===== config.mk =====
export PLATFORM = sky130hd
export DESIGN_NAME = lmon_top
export DESIGN_NICKNAME = d
export VERILOG_FILES = /design/src/rtl/lmon_pkg.sv /design/src/rtl/lmon_qual.sv /design/src/rtl/lmon_flag.sv /design/src/rtl/lmon_top.sv
export SDC_FILE = /design/constraint.sdc
export NUM_CORES = 1
export LEC_CHECK = 0
export BUFFER_PORTS_ARGS = -buffer_cell sky130_fd_sc_hd__buf_2
export CORE_ASPECT_RATIO = 2
export CORE_UTILIZATION = 55
export CTS_CLUSTER_SIZE = 25
export DETAILED_ROUTE_END_ITERATION = 8
export PLACE_DENSITY = 0.83
export SYNTH_ARGS = -nofsm -noshare
export SYNTH_HDL_FRONTEND = slang
export SYNTH_SLANG_ARGS = --single-unit

===== constraint.sdc =====
create_clock -name clk -period 2.4 [get_ports clk]
set_input_delay 0.24 -clock clk [delete_from_list [all_inputs] [get_ports clk]]
set_output_delay 0.24 -clock clk [all_outputs]
set_load 0.005 [all_outputs]

===== src/rtl/lmon_pkg.sv =====
package lmon_pkg;
  localparam int CW = 3;

  // consecutive violations needed for each fault-count code
  function automatic logic [CW-1:0] fc_need(input logic [1:0] code);
    case (code)
      2'b00:   return 3'd1;
      2'b01:   return 3'd2;
      2'b10:   return 3'd4;
      default: return 3'd6;
    endcase
  endfunction

  // result above limit plus half hysteresis, evaluated two bits wider
  function automatic logic temp_over(input logic signed [12:0] r,
                                     input logic signed [12:0] l,
                                     input logic [7:0] h);
    logic signed [14:0] re, le, he;
    re = 15'(r);
    le = 15'(l);
    he = $signed({8'b0, h[7:1]});
    return re > (le + he);
  endfunction

  // result below limit minus half hysteresis (release threshold)
  function automatic logic temp_under(input logic signed [12:0] r,
                                      input logic signed [12:0] l,
                                      input logic [7:0] h);
    logic signed [14:0] re, le, he;
    re = 15'(r);
    le = 15'(l);
    he = $signed({8'b0, h[7:1]});
    return re < (le - he);
  endfunction
endpackage


===== src/rtl/lmon_qual.sv =====
module lmon_qual
  import lmon_pkg::*;
(
  input  logic          clk,
  input  logic          rst_n,
  input  logic          done,
  input  logic          viol,
  input  logic [CW-1:0] need,
  output logic          trip
);
  localparam logic [CW-1:0] CMAX = '1;
  logic [CW-1:0] cnt_q;
  logic [CW-1:0] cnt_inc;

  assign cnt_inc = (cnt_q == CMAX) ? cnt_q : cnt_q + 1'b1;
  assign trip    = done & viol & (cnt_inc >= need);

  always_ff @(posedge clk or negedge rst_n) begin
    if (!rst_n)    cnt_q <= '0;
    else if (done) cnt_q <= viol ? cnt_inc : '0;
  end

  AST_CNT_RESTART: assert property (@(posedge clk) disable iff (!rst_n)
    (done && !viol) |=> (cnt_q == '0));
  AST_IDLE_HOLD: assert property (@(posedge clk) disable iff (!rst_n)
    !done |=> $stable(cnt_q));
endmodule


===== src/rtl/lmon_flag.sv =====
module lmon_flag (
  input  logic clk,
  input  logic rst_n,
  input  logic trip,
  input  logic done,
  input  logic calm,
  input  logic latch,
  input  logic clr,
  output logic flag_q
);
  always_ff @(posedge clk or negedge rst_n) begin
    if (!rst_n)             flag_q <= 1'b0;
    else if (trip)          flag_q <= 1'b1;
    else if (latch) begin
      if (clr)              flag_q <= 1'b0;
    end else if (done && calm) flag_q <= 1'b0;
  end

  AST_SET_WINS: assert property (@(posedge clk) disable iff (!rst_n)
    trip |=> flag_q);
  AST_LATCH_HOLD: assert property (@(posedge clk) disable iff (!rst_n)
    (latch && flag_q && !clr) |=> flag_q);
  AST_TRANSP_HOLD: assert property (@(posedge clk) disable iff (!rst_n)
    (!latch && flag_q && !(done && calm)) |=> flag_q);
endmodule


===== src/rtl/lmon_top.sv =====
module lmon_top
  import lmon_pkg::*;
#(
  parameter int DW = 16,
  parameter int TW = 13,
  parameter int HW = 8,
  parameter int NR = 3,
  localparam int NCHK = 6 + NR
) (
  input  logic                   clk,
  input  logic                   rst_n,
  input  logic [1:0]             fc_code,
  input  logic                   latch_mode,
  input  logic [HW-1:0]          hyst,
  input  logic [NCHK-1:0]        alert_en,
  input  logic                   stat_rd,
  input  logic                   alert_ack,
  input  logic [DW-1:0]          shunt_res,
  input  logic [DW-1:0]          shunt_hi,
  input  logic [DW-1:0]          shunt_lo,
  input  logic                   shunt_done,
  input  logic [DW-1:0]          bus_res,
  input  logic [DW-1:0]          bus_hi,
  input  logic [DW-1:0]          bus_lo,
  input  logic                   bus_done,
  input  logic [DW-1:0]          pwr_res,
  input  logic [DW-1:0]          pwr_lim,
  input  logic                   pwr_done,
  input  logic [TW-1:0]          loc_res,
  input  logic [TW-1:0]          loc_lim,
  input  logic                   loc_done,
  input  logic [NR-1:0][TW-1:0]  rmt_res,
  input  logic [NR-1:0][TW-1:0]  rmt_lim,
  input  logic [NR-1:0]          rmt_done,
  input  logic [NR-1:0]          rmt_open,
  output logic [NCHK-1:0]        flags,
  output logic                   alert_n
);
  localparam int I_SHP = NCHK - 1;
  localparam int I_SHN = NCHK - 2;
  localparam int I_BVP = NCHK - 3;
  localparam int I_BVN = NCHK - 4;
  localparam int I_PWR = NCHK - 5;
  localparam int I_LOC = NCHK - 6;

  logic [NCHK-1:0] viol, calm, done_v, trip_v;
  logic [CW-1:0]   need;
  logic            clr_evt;

  assign need    = fc_need(fc_code);
  assign clr_evt = stat_rd | (alert_ack & ~alert_n);

  // electrical checks: release on any clean strobe
  always_comb begin
    viol[I_SHP] = $signed(shunt_res) > $signed(shunt_hi);
    viol[I_SHN] = $signed(shunt_res) < $signed(shunt_lo);
    viol[I_BVP] = bus_res > bus_hi;
    viol[I_BVN] = bus_res < bus_lo;
    viol[I_PWR] = pwr_res > pwr_lim;
    viol[I_LOC] = temp_over(13'(loc_res), 13'(loc_lim), 8'(hyst));
    calm[I_SHP] = !viol[I_SHP];
    calm[I_SHN] = !viol[I_SHN];
    calm[I_BVP] = !viol[I_BVP];
    calm[I_BVN] = !viol[I_BVN];
    calm[I_PWR] = !viol[I_PWR];
    calm[I_LOC] = temp_under(13'(loc_res), 13'(loc_lim), 8'(hyst));
    done_v[I_SHP] = shunt_done;
    done_v[I_SHN] = shunt_done;
    done_v[I_BVP] = bus_done;
    done_v[I_BVN] = bus_done;
    done_v[I_PWR] = pwr_done;
    done_v[I_LOC] = loc_done;
  end

  // remote channel i sits at flag index NR-1-i
  for (genvar i = 0; i < NR; i++) begin : g_rmt
    localparam int IX = NR - 1 - i;
    assign viol[IX]   = rmt_open[i] |
                        temp_over(13'(rmt_res[i]), 13'(rmt_lim[i]), 8'(hyst));
    assign calm[IX]   = !rmt_open[i] &
                        temp_under(13'(rmt_res[i]), 13'(rmt_lim[i]), 8'(hyst));
    assign done_v[IX] = rmt_done[i];
  end

  for (genvar k = 0; k < NCHK; k++) begin : g_chk
    lmon_qual u_qual (
      .clk  (clk),
      .rst_n(rst_n),
      .done (done_v[k]),
      .viol (viol[k]),
      .need (need),
      .trip (trip_v[k])
    );
    lmon_flag u_flag (
      .clk   (clk),
      .rst_n (rst_n),
      .trip  (trip_v[k]),
      .done  (done_v[k]),
      .calm  (calm[k]),
      .latch (latch_mode),
      .clr   (clr_evt),
      .flag_q(flags[k])
    );
  end

  assign alert_n = ~|(flags & alert_en);

  AST_ALERT_QUIET: assert property (@(posedge clk) disable iff (!rst_n)
    ((flags & alert_en) == '0) |-> alert_n);
  AST_ALERT_ON: assert property (@(posedge clk) disable iff (!rst_n)
    ((flags & alert_en) != '0) |-> !alert_n);
  AST_ACK_IGNORED: assert property (@(posedge clk) disable iff (!rst_n)
    (latch_mode && alert_n && alert_ack && !stat_rd && trip_v == '0)
      |=> $stable(flags));
endmodule


==> results of run 1 <==
## where the power goes
part           internal [mW]  switching, mW  leakage (nW)
sequential             0.818          0.236         0.462
clock                  0.414          0.247        0.0712
combinational           1.97           1.97          6.72
## cell usage after synthesis (5+ instances only)
cell type	count
and3_1	8
nand2_1	55
o21ai_0	47
nand4_1	38
o21a_1	16
inv_1	157
dfrtp_1	36
xor2_1	32
or2_2	17
nand3_1	22
o31ai_1	5
buf_4	9
a21boi_0	5
a21oi_1	103
or3_1	8
xnor2_1	62
mux2_2	9
o211ai_1	6
nor3_1	30
fa_1	8
nand2b_1	23
ha_1	278
nor2b_1	36
nor3b_1	5
o21bai_1	20
buf_2	6
o22ai_1	5
a21o_1	45
nor2_1	60
a211oi_1	6
## state kept, by name, summed over array words and instances, names as in the netlist
name and flops:
g_chk.u_qual.cnt_q 27, g_chk.u_flag.flag_q 9
## worst max-delay path, delay by kind of cell
family | cells | cell delay (ns)
buf+inv | 3 | 0.31
compound gates | 8 | 1.40
xor+xnor | 1 | 0.15
simple gates | 5 | 0.40
fa+ha+maj | 3 | 0.89
## final cells by class
class                           count  area, um^2
Sequential cell                    36         901
Antenna cell                        1        2.50
Fill cell                        1187        4230
Timing Repair Buffer              439        2690
Inverter                          157         596
Tap cell                          213         267
Multi-Input combinational cell   1018        8870
Clock buffer                        8         146
## how the worst max path moves through the flow
stage,start,slack (ns),to
floorplan,hyst[2],-0.68,g_chk[1].u_flag.flag_q
global placement,hyst[1],-1.05,g_chk[3].u_flag.flag_q
detailed placement,hyst[2],-1.08,g_chk[3].u_qual.cnt_q[2]
CTS,hyst[1],-0.70,g_chk[2].u_flag.flag_q
global route,hyst[1],-0.93,g_chk[2].u_flag.flag_q
finish,hyst[1],-0.80,g_chk[3].u_qual.cnt_q[2]
## logic make-up after synthesis
group	Yosys count	synth area share, %
and+or+nand+nor	319	16.9
AOI/OAI and AO/OA	306	20.5
adders and majority gates	286	36.7
buffers and inverters	173	6.97
xor gates and xnor gates	94	8.31
DFF	36	9.10
muxes	13	1.43
## cells in the final DEF, fill, tap and decap left out, types with 5 or more instances in the layout
master,count
nand2b_1,18
a21oi_1,72
a21o_1,45
o21ai_0,35
nand2b_4,5
or2_2,16
nand3_1,22
xor2_1,32
o211ai_1,6
nor2_1,55
ha_1,269
nor2b_1,33
and3_1,8
mux2_2,9
fa_2,7
dfrtp_1,36
a21boi_0,5
inv_1,154
nor3_2,7
o21ai_1,11
o31ai_1,5
buf_4,160
a21oi_2,31
or3_1,8
nand4_1,38
clkbuf_16,5
o21a_1,16
ha_4,8
o22ai_1,5
buf_2,270
xnor2_1,62
nor3_1,23
nand2_1,55
o21bai_1,17
## per-stage QoR
| step | util [%] | hold slack [ns] |
|---|---|---|
| final | 76.1 | 0.0568 |
| after global routing | 76.1 | 0.126 |
| after CTS | 74.4 | 0.0872 |
| after floorplan | - | -0.0556 |
| after detailed placement | 71.5 | 0.392 |
| after global placement | 71.5 | 0.394 |
## per-layer routing
layer | GRT usage, % | routed length (um) | up-vias
li1 | - | - | 5243
met1 | 27.7 | 10700 | 5130
met2 | 66.9 | 18500 | 588
met3 | 4.48 | 2150 | 244
met4 | 28.5 | 3330 | 0
met5 | 0 | 0 | -
## timing repair
item	in CTS	in global routing
buffers inserted	15	8
hold buffers	0	0
resized for setup	62	56
setup endpoints to repair	16	16
pin swaps	56	41
==> impl_metrics.ini, run 1 <==
[yosys]
syn_nets = 1779
synth_area_leaders = ha_1, dfrtp_1, inv_1, xnor2_1, a21oi_1
synth_warnings = 0
synth_area_um2 = 9900
async_reset_ff_share_pct = 100
synth_area_per_cell_um2 = 8.07
synthFlopType = dfrtp_1
synth.distinct_cells = 66
yosys.area.top_type = ha_1
seq_area_frac_synth_pct = 9.10
synth_top_area_share_pct = 35.1
ys_ff_latch = 36
synth_edf_count = 0
syn_inst = 1227

[global_routing]
antenna_found_initial = 1
grt_start_max_net_pins = 37
grtUsageTotal_pct = 33.3
grt_pass1_wl_um = 50100
grt_pass1_vias = 11400
grt_overflow = 0

[power]
pwr_density_cell_nw_per_um2 = 420
p_leak_nw = 7.26
ir_worst_vdd_mv = 0.348
totalPowerFinal_mw = 5.66

[sta]
slew_headroom_pct = 43.1
postLayoutSetupSlackWorst_ns = -0.799
finalSetupViolations = 16
final.min_clock_period_ns = 3.20
finalSetupTns_ns = -10.82
fin_skew_ns = 0.00309
worstMarginPinSlew_ns = 0.854
fmax_ghz = 0.313
finalHoldViolations = 0
drv_slew = 0
fin_crit_sh_pct = 133
rsz0062_at_grt = true

[clock_network]
cts_tree = built
clk_latency_ns = 0.28
cts_buffers = 5
cts_max_level = 2
cts_sinks = 36
clockBufferDepth = 2
ctsRootBufferMaster = clkbuf_16
cts.clk_slew.worst_paths_ns = 0.05

[finish]
postLayoutCellArea_um2 = 13500
instances_no_fill = 1872
area.growth.synth_to_final_pct = 36.0
drive_gt1_share_pct = 34.9
nNetsFinal = 2209

[setup_path]
critical_path.cell_chain = buf_12 > ha_4 > inv_4 > fa_2 > o21bai_1 > a21oi_2 > o21bai_1 > a21oi_2 > o21ai_2 > buf_4 > nand2b_1 > xor2_1 > ha_1 > nand4_1 > nor2_1 > nand3_1 > o2111ai_2 > a41o_4 > nor2_4 > a2bb2oi_2
path_class = input pin to flop
slowest_stage = fa_2
cp.required_ns = 2.60
regToRegSetupSlack_ns = 0.21
r2r_cells = 8
r2r-end = g_chk[1].u_flag.flag_q
r2r_start = g_chk[1].u_qual.cnt_q[0]
start_kind = input pin
end_kind = flop
worstPathArrival_ns = 3.40
slowest_delay_ns = 0.42
critPathMaxFanout = 8

[drt]
dr.pass1.iters = 5
vias = 11200
post_drt_wl_per_cell_um = 18.5
drt_iter0_markers = 474
routed_wl_um = 34700
vias_per_cell = 5.99
antenna_left = 0
drc = 0

[place]
placed_area_um2 = 12700
place_ws_ns = -1.08
hpwl_um = 26200
gp_congestion = 0.970
port_buffers = 274
placed_cells = 1840

[outcome]
failed_checks = negative setup slack
status = finished with violations

[die]
io-pin-count = 276
row_count = 69
fp.dieArea_um2 = 18600
die-width_um = 96.9
coreArea_um2 = 17700
die_h_um = 192
initial_core_util_pct = 56.0

[job]
maxCapViolCount = 0

[min_path]
hold_class = input pin to async pin
No activity file was read; power rests on OpenSTA's default activity.
==> inputs of run 2 (changes only) <==
- CORE_UTILIZATION: 55 -> 60
- PLACE_DENSITY: 0.83 -> 0.9
- clock period: 2.4 -> 3.79 ns (I/O delays scaled with it)
==> impl_metrics.ini, run 2 (synthesis results as in run 1) <==
[finish]
largest_registers = g_chk.u_qual.cnt_q x27, g_chk.u_flag.flag_q x9
drive_gt1_share_pct = 23.1
mostFrequentLayoutCell = ha_1
regMostFlops = g_chk.u_qual.cnt_q
area.growth.synth_to_final_pct = 18.6
antenna_cells = 0
postLayoutCellArea_um2 = 11800
utilization_pct = 72.6
mostFrequentLayoutCells = ha_1, buf_2, inv_1
nNetsFinal = 2064
largest_reg_flops = 27
instances_no_fill = 1717

[setup_path]
worstPathArrival_ns = 3.81
end_kind = flop
critical_path.cell_chain = buf_2 > inv_1 > buf_4 > ha_1 > nand2b_1 > a21oi_1 > o21bai_1 > a21oi_1 > o41ai_2 > nor2_1 > xnor2_1 > ha_1 > nand4_1 > nor3b_2 > a211oi_1 > a2111oi_2 > nor3_1 > o221ai_1
start_kind = input pin
slowest_stage = a2111oi_2
critPathMaxFanout = 6
path_class = input pin to flop
cp.required_ns = 3.98
slowest_delay_ns = 0.48

[clock_network]
cts_buffers = 5
ctsHoldBuffers = 0
ctsRootBufferMaster = clkbuf_16
cts_max_level = 2
clockBufferDepth = 2
clk_latency_ns = 0.28
cts_sinks = 36
cts_tree = built
cts-resized-gates = 0
cts.clk_slew.worst_paths_ns = 0.05
postCtsSetupBuffers = 0

[drt]
vias = 10100
post_drt_wl_per_cell_um = 16.2
drt_iter0_markers = 215
drc = 0
vias_per_cell = 5.89
dr.pass1.iters = 5
routed_wl_um = 27900
antenna_left = 0

[sta]
drv_slew = 0
final.min_clock_period_ns = 3.61
postLayoutSetupSlackWorst_ns = 0.176
fmax_ghz = 0.277
finalHoldViolations = 0
worstMarginPinSlew_ns = 0.838
finalSetupViolations = 0
fin_skew_ns = 0.00251
slew_headroom_pct = 44.2
hold_ws_ns = 0.197
fin_crit_sh_pct = 95.4
finalSetupTns_ns = 0

[power]
totalPowerFinal_mw = 3.14
ir_worst_vdd_mv = 0.151
p_leak_nw = 6.46
pwr_density_cell_nw_per_um2 = 267

[global_routing]
grt_start_max_net_pins = 37
met2_usage_pct = 65.2
grt_pass1_wl_um = 43800
busiest_layer = met2
gr-usage-met1_pct = 26.4
grt_overflow = 0
grt_pass1_vias = 10400
met3_usage_pct = 4.76
grtUsageTotal_pct = 32.0
antenna_found_initial = 0

[die]
io-pin-count = 276
fp.dieArea_um2 = 17100
row_count = 66
initial_core_util_pct = 61.2
coreArea_um2 = 16200
die-width_um = 92.8
die_h_um = 184

[place]
port_buffers = 274
placed_area_um2 = 11600
hpwl_um = 24600
gp_congestion = 0.942
placed_cells = 1709
place_ws_ns = -0.111

[min_path]
hold_class = input pin to async pin

[job]
maxCapViolCount = 0

[outcome]
status = complete, no violations
## run 2: changes by cell type in the layout (fill, tap and decap cells not counted), sizes merged
cell	delta
clkbuf	-2
clkinvlp	-1
inv	+1
diode	-1
buf	-145
clkinv	+2
## run 2: worst max-delay path: cells and delay by family
| kind | cells | cell delay, ns |
|---|---|---|
| buf+inv | 3 | 0.48 |
| compound gates | 7 | 1.52 |
| fa+ha+maj | 2 | 0.60 |
| simple gates | 5 | 0.68 |
| xor+xnor | 1 | 0.15 |
## run 2: final timing paths
path                                                from  cells past startpoint  slack (ns)                  endpoint
worst max-delay path                             hyst[2]                     18        0.18    g_chk[2].u_flag.flag_q
worst min-delay path                               rst_n                      1        0.20  g_chk[7].u_qual.cnt_q[0]
worst max register to register    g_chk[0].u_flag.flag_q                      5        1.53    g_chk[3].u_flag.flag_q
worst min register to register  g_chk[0].u_qual.cnt_q[1]                      2        0.51  g_chk[0].u_qual.cnt_q[1]
max in group asynchronous                          rst_n                      1        3.06  g_chk[2].u_qual.cnt_q[2]
min in group clk                             rmt_done[2]                      2        0.31  g_chk[0].u_qual.cnt_q[2]
## run 2: layout make-up
cell class                 instances  area, um^2
clock buffer                       6         139
multi-input combinational       1018        8330
sequential                        36         901
inverter                         157         589
tap                              204         255
clock inverter                     2        10.0
fill                            1270        4440
timing repair buffer             294        1520
## run 2: metal layers
metal	vias up	wire length, um
met5	-	0
met4	0	1920
met3	125	1600
met2	393	15400
met1	4654	8920
li1	4940	-
## run 2: where the power goes
part	switching, mW	internal [mW]
sequential	0.139	0.518
clock	0.156	0.259
combinational	1.05	1.01
